[src/rtl/timer_pkg.sv]
package timer_pkg;
    localparam int          BCD_W      = 4;
    localparam int          NUM_DIGITS = 2;
    localparam logic [3:0]  DIGIT_MAX  = 4'd9;
    localparam logic [3:0]  TOP_TENS   = 4'd3;

    typedef logic [BCD_W-1:0] bcd_t;

    typedef enum logic {
        RUN_HALT = 1'b0,
        RUN_GO   = 1'b1
    } run_state_t;
endpackage

[src/rtl/tick_gen.sv]
module tick_gen #(
    parameter int TICK_DIV = 50_000_000
) (
    input  logic clk,
    input  logic rst,
    output logic tick_o
);
    localparam int CW = (TICK_DIV > 1) ? $clog2(TICK_DIV) : 1;
    localparam logic [CW-1:0] LAST = CW'(TICK_DIV - 1);

    logic [CW-1:0] cnt_q;

    always_ff @(posedge clk) begin
        if (rst)                cnt_q <= '0;
        else if (cnt_q == LAST) cnt_q <= '0;
        else                    cnt_q <= cnt_q + 1'b1;
    end

    always_comb tick_o = (cnt_q == LAST);

    generate
        if (TICK_DIV > 1) begin : g_spacing
            // ticks are single-cycle pulses
            assert_tick_single_R2: assert property (@(posedge clk) disable iff (rst)
                tick_o |=> !tick_o);
        end
    endgenerate
endmodule

[src/rtl/bcd_digit.sv]
module bcd_digit
    import timer_pkg::*;
(
    input  logic clk,
    input  logic rst,
    input  logic clr_i,
    input  logic load_i,
    input  bcd_t load_val_i,
    input  logic en_i,
    input  logic down_i,
    output bcd_t value_o,
    output logic wrap_o
);
    bcd_t value_q;

    always_ff @(posedge clk) begin
        if (rst)         value_q <= '0;
        else if (clr_i)  value_q <= '0;
        else if (load_i) value_q <= load_val_i;
        else if (en_i) begin
            if (down_i) value_q <= (value_q == '0)       ? DIGIT_MAX : value_q - 1'b1;
            else        value_q <= (value_q == DIGIT_MAX) ? '0        : value_q + 1'b1;
        end
    end

    always_comb begin
        value_o = value_q;
        wrap_o  = en_i && (down_i ? (value_q == '0) : (value_q == DIGIT_MAX));
    end

    // digit stays in decimal range
    assert_digit_bcd_R2: assert property (@(posedge clk) disable iff (rst)
        value_q <= DIGIT_MAX);
endmodule

[src/rtl/run_ctrl.sv]
module run_ctrl
    import timer_pkg::*;
(
    input  logic clk,
    input  logic rst,
    input  logic start_i,
    input  logic alarm_i,
    output logic run_o
);
    run_state_t state_q, state_d;

    always_ff @(posedge clk) begin
        if (rst) state_q <= RUN_HALT;
        else     state_q <= state_d;
    end

    always_comb begin
        state_d = state_q;
        unique case (state_q)
            RUN_HALT: if (start_i && !alarm_i) state_d = RUN_GO;
            RUN_GO:   if (start_i && !alarm_i) state_d = RUN_HALT;
        endcase
    end

    always_comb run_o = (state_q == RUN_GO);

    // start pulse toggles
    assert_halt_to_go_R8: assert property (@(posedge clk) disable iff (rst)
        (start_i && !alarm_i && state_q == RUN_HALT) |=> state_q == RUN_GO);
    assert_go_to_halt_R8: assert property (@(posedge clk) disable iff (rst)
        (start_i && !alarm_i && state_q == RUN_GO) |=> state_q == RUN_HALT);
    // start ignored during alarm
    assert_start_ignored_R9: assert property (@(posedge clk) disable iff (rst)
        (start_i && alarm_i) |=> $stable(state_q));
endmodule

[src/rtl/updown_sec_timer.sv]
module updown_sec_timer
    import timer_pkg::*;
#(
    parameter int TICK_DIV = 50_000_000
) (
    input  logic       clk,
    input  logic       rst,
    input  logic       dir_down_i,
    input  logic       start_i,
    input  logic       clr_i,
    input  logic       load_n_i,
    output logic [3:0] units_o,
    output logic [3:0] tens_o,
    output logic       alarm_n_o
);
    logic tick, run, alarm, count_en, load_req, dir_q;
    bcd_t digit [NUM_DIGITS];
    logic step  [NUM_DIGITS+1];
    logic wrap  [NUM_DIGITS];

    tick_gen #(.TICK_DIV(TICK_DIV)) u_tick (
        .clk(clk), .rst(rst), .tick_o(tick)
    );

    run_ctrl u_run (
        .clk(clk), .rst(rst), .start_i(start_i), .alarm_i(alarm), .run_o(run)
    );

    always_ff @(posedge clk) begin
        if (rst) dir_q <= 1'b0;
        else     dir_q <= dir_down_i;
    end

    always_comb begin
        load_req = (dir_down_i != dir_q) || !load_n_i;
        alarm    = (digit[0] == '0) &&
                   (digit[NUM_DIGITS-1] == (dir_q ? bcd_t'(0) : TOP_TENS));
        count_en = run && !alarm && tick;
        step[0]  = count_en;
    end

    generate
        for (genvar i = 0; i < NUM_DIGITS; i++) begin : g_digit
            localparam bit IS_TOP = (i == NUM_DIGITS - 1);
            bcd_t preset;
            always_comb preset = (IS_TOP && dir_down_i) ? TOP_TENS : bcd_t'(0);

            bcd_digit u_dig (
                .clk(clk), .rst(rst), .clr_i(clr_i), .load_i(load_req),
                .load_val_i(preset), .en_i(step[i]), .down_i(dir_q),
                .value_o(digit[i]), .wrap_o(wrap[i])
            );
            always_comb step[i+1] = wrap[i];
        end
    endgenerate

    always_comb begin
        units_o   = digit[0];
        tens_o    = digit[NUM_DIGITS-1];
        alarm_n_o = !alarm;
    end

    // count frozen while alarm
    assert_hold_at_alarm_R5: assert property (@(posedge clk) disable iff (rst)
        (!alarm_n_o && !clr_i && !load_req) |=> ($stable(units_o) && $stable(tens_o)));
    // direction change preloads
    assert_dir_load_R7: assert property (@(posedge clk) disable iff (rst)
        ((dir_down_i != dir_q) && !clr_i) |=>
            (units_o == 4'd0 && tens_o == (dir_q ? TOP_TENS : 4'd0)));
    // clear wins
    assert_clear_R10: assert property (@(posedge clk) disable iff (rst)
        clr_i |=> (units_o == 4'd0 && tens_o == 4'd0));
    // no movement without tick or reload
    assert_no_step_R2: assert property (@(posedge clk) disable iff (rst)
        (!tick && !clr_i && !load_req) |=> ($stable(units_o) && $stable(tens_o)));
endmodule

[config.mk]
export PLATFORM = sky130hd
export DESIGN_NAME = updown_sec_timer
export DESIGN_NICKNAME = d
export VERILOG_FILES = /design/src/rtl/timer_pkg.sv /design/src/rtl/tick_gen.sv /design/src/rtl/bcd_digit.sv /design/src/rtl/run_ctrl.sv /design/src/rtl/updown_sec_timer.sv
export SDC_FILE = /design/constraint.sdc
export NUM_CORES = 1
export LEC_CHECK = 0
export ABC_AREA = 1
export BUFFER_PORTS_ARGS = -buffer_cell sky130_fd_sc_hd__buf_2
export CORE_UTILIZATION = 34
export CTS_BUF_LIST = sky130_fd_sc_hd__clkbuf_4 sky130_fd_sc_hd__clkbuf_8
export CTS_CLUSTER_DIAMETER = 100
export DETAILED_ROUTE_END_ITERATION = 10
export GPL_TIMING_DRIVEN = 0
export PLACE_DENSITY = 0.57
export SYNTH_ARGS = -nofsm -noshare
export SYNTH_HDL_FRONTEND = slang
export SYNTH_SLANG_ARGS = --single-unit
[constraint.sdc]
create_clock -name clk -period 3.99 [get_ports clk]
set_clock_uncertainty 0.2 [all_clocks]
set_input_delay 0.399 -clock clk [delete_from_list [all_inputs] [get_ports clk]]
set_output_delay 0.399 -clock clk [all_outputs]
set_load 0.05 [all_outputs]
==> flow_metrics.py <==
metrics = {
    "synthesis": {
        "synth_nets": 336,
        "synth_top_area_share_pct": 34.70,
        "synth-seq-cells": 36,
        "ys_seq_area_share_pct": 34.70,
        "yosys_warnings": 0,
        "synth_top_area_cell": "dfxtp_1",
        "synthTopCellsByArea": "dfxtp_1 35%, nand2_1 15%, nor2_1 11%",
        "synthDistinctLibCells": 35,
        "syn_inst": 329,
        "syn-cell-area_um2": 2077,
        "avgSynthCellArea_um2": 6.313,
    },
    "grt": {
        "grt_pass1_vias": 1808,
        "antenna_found_initial": 0,
        "grt_max_degree": 12,
        "grt_overflow": 0,
        "grt_pass1_wl_mm": 7.769,
        "grt_usage_pct": 15.57,
    },
    "routing": {
        "final_antenna_net_count": 0,
        "first_pass_iters": 4,
        "drtIter0Drc": 91,
        "drc_errors": 0,
        "via_per_inst": 4.707,
        "vias": 2005,
        "wire_per_inst_um": 10.62,
        "routed_wl_mm": 4.525,
    },
    "clocking": {
        "clock_path_buffers": 2,
        "clock-sinks": 36,
        "clk_latency_ps": 290,
        "cts_setup_buffers": 0,
        "clk_root_buffer_cell": "clkbuf_8",
        "cts_tree": "done",
        "cts_hold_buf": 0,
        "cts_resized": 0,
        "cts_buffers": 5,
        "cts_max_level": 2,
        "clk_pin_slew_ps": 70,
    },
    "worst_setup_path": {
        "reg2reg_from": "u_tick.cnt_q[0]$_SDFF_PP0_",
        "regToRegEndpoint": "u_tick.cnt_q[12]$_SDFF_PP0_",
        "end_kind": "output pin",
        "start_kind": "flip-flop",
        "crit_required_ps": 3390,
        "crit_path_top_delay_cell": "dfxtp_1",
        "cp_cell_sequence": "nor2_1, nand2_1, nor2_1, nand4_1, buf_2",
        "r2r_cells": 9,
        "path_class": "reg2out",
        "worstPathArrival_ps": 1490,
        "critical_path.max_stage_delay_ps": 350,
        "crit_fanout": 5,
        "r2r_setup_slack_ps": 1970,
        "crit_top_cell": "nor2_1",
    },
    "floorplan": {
        "ios": 15,
        "die_area_um2": 6426,
        "die_x_um": 80.16,
        "rows": 28,
        "die_h_um": 80.16,
        "start_util_pct": 35.08,
        "core_area_um2": 5921,
    },
    "pwr": {
        "p_comb_share_pct": 7.1,
        "vdd_drop_max_uv": 186.4,
        "p_leak_nw": 0.9561,
        "seqPwrFrac_pct": 53.4,
        "clkPwrFrac_pct": 39.5,
        "power_switching_w": 0.0001730,
        "netSwitchingFraction_pct": 25.06,
        "p_int_w": 0.0005174,
        "powerDensity_nw_per_um2": 295.9,
    },
    "min_path": {
        "hp-start": "rst",
        "holdPathStages": 2,
        "hold_path.class": "in2reg",
        "worstHoldEndpoint": "dir_q$_SDFF_PP0_",
    },
    "sta": {
        "finalHoldViolations": 0,
        "tns_ps": 0,
        "setup_viol": 0,
        "slew_headroom_pct": 74.82,
        "grt_setup_unrepaired": "no",
        "timing.fmax_mhz": 478.6,
        "drv_slew": 0,
        "period_needed_ps": 2089,
        "fin_crit_sh_pct": 52.36,
        "worstMarginPinSlew_ps": 374.2,
    },
    "placed_design": {
        "hpwl_mm": 3.476,
        "place_congestion": 0.8323,
        "placedCellCount": 418,
        "port_buffers": 14,
        "dpl_cell_area_um2": 2241,
    },
    "final_layout": {
        "antenna_cells": 0,
        "final_area_um2": 2333,
        "drive_gt1_share_pct": 11.97,
        "nNetsFinal": 357,
        "area_growth_pct": 12.35,
        "layout_commonest_cell": "nand2_1",
        "postLayoutCoreUtil_pct": 39.41,
        "fill_cells": 660,
        "mostFrequentLayoutCells": "82 x nand2_1, 62 x nor2_1, 43 x inv_1",
        "final_cells": 426,
    },
    "flow_run": {
        "max_cap_viol_count": 0,
    },
    "run_status": {
        "status": "finished, final reports clean",
    },
}
stage by stage:
| step | power (W) | setup slack, ps | hold slack (ps) |
|---|---|---|---|
| after global routing | 0.0007242 | 1727 | 121.8 |
| after global placement | 0.0004256 | 1971 | 258.5 |
| final | 0.0006904 | 1901 | 132.9 |
| after CTS | 0.0007031 | 1878 | 127.1 |
| after floorplan | 0.0004132 | 1847 | 234.7 |
| after detailed placement | 0.0004262 | 1975 | 263.0 |
logic make-up (layout without fill, tap and decap cells):
logic type,after synthesis,after routing,synth area share (%)
AO/OA/AOI/OAI,45,45,11.57
XOR/XNOR,7,7,2.952
adder cells (fa/ha/maj),1,1,0.6023
buffers and inverters,48,70,9.036
flip-flops,36,36,34.70
AND/OR/NAND/NOR,192,192,41.15
critical path, delay by kind of cell (launching register included):
family        cells  cell delay, ps
flops             1             350
buf+inv           1             250
simple gates      4             600
flip-flops by register name (all words and copies together) (netlist names):
| signal | count |
|---|---|
| u_run.run_o | 1 |
| u_tick.cnt_q | 26 |
| g_digit.u_dig.value_o | 8 |
| dir_q | 1 |
cell type report:
cell class              count  area [um2]  area share (%)
plain buffers               2       12.51          0.5362
clock inverters             2       10.01          0.4290
multi-input cells         245        1169           50.08
well taps                  75       93.84           4.021
flip-flops and latches     36       720.7           30.88
clock buffers               6       82.58           3.539
inverters                  46       175.2           7.507
repair buffers             14       70.07           3.003
synthesized netlist by cell type, drive strengths merged:
cell type,n
nand4,5
nor3b,2
o32ai,1
o31ai,1
a21oi,21
xor2,5
or3,1
a31oi,1
nand3,19
o211ai,1
and3,1
a21boi,1
xnor2,2
and2,2
nor4,1
ha,1
nor3,6
o21bai,1
o21ai,18
dfxtp,36
nor2,67
or2,5
inv,46
nand2,83
buf,2
how the worst max path moves through the flow:
stage                                                        start                     endpoint  slack, ps  cells after the start
after global routing      g_digit[0].u_dig.value_o[2]$_SDFFE_PP0P_                    alarm_n_o       1730                      5
final                     g_digit[0].u_dig.value_o[1]$_SDFFE_PP0P_                    alarm_n_o       1900                      5
after detailed placement                u_tick.cnt_q[0]$_SDFF_PP0_  u_tick.cnt_q[14]$_SDFF_PP0_       1970                      9
after global placement                  u_tick.cnt_q[0]$_SDFF_PP0_  u_tick.cnt_q[12]$_SDFF_PP0_       1970                      9
after CTS                 g_digit[0].u_dig.value_o[2]$_SDFFE_PP0P_                    alarm_n_o       1880                      5
after floorplan           g_digit[1].u_dig.value_o[0]$_SDFFE_PP0P_       u_run.run_o$_SDFF_PP0_       1850                      6
power groups by stage:
| stage | combinational (W) | sequential, W | clock [W] |
|---|---|---|---|
| 4_1_cts | 0.0000495 | 0.000368 | 0.000285 |
| 3_5_place_dp | 0.0000494 | 0.000377 | 0 |
| 3_3_place_gp | 0.0000490 | 0.000377 | 0 |
| 6_report | 0.0000493 | 0.000368 | 0.000273 |
| 5_1_grt | 0.0000559 | 0.000369 | 0.000299 |
| 2_1_floorplan | 0.0000334 | 0.000380 | 0 |
metal layers:
metal	global-route usage (%)	share of wire [%]	up-vias
li1	-	-	1089
met1	18.57	47	877
met2	26.58	47	29
met3	3.636	3.6	10
met4	6.607	2.0	0
met5	0	0	-
Note: power is estimated with default switching activity, not from simulation.
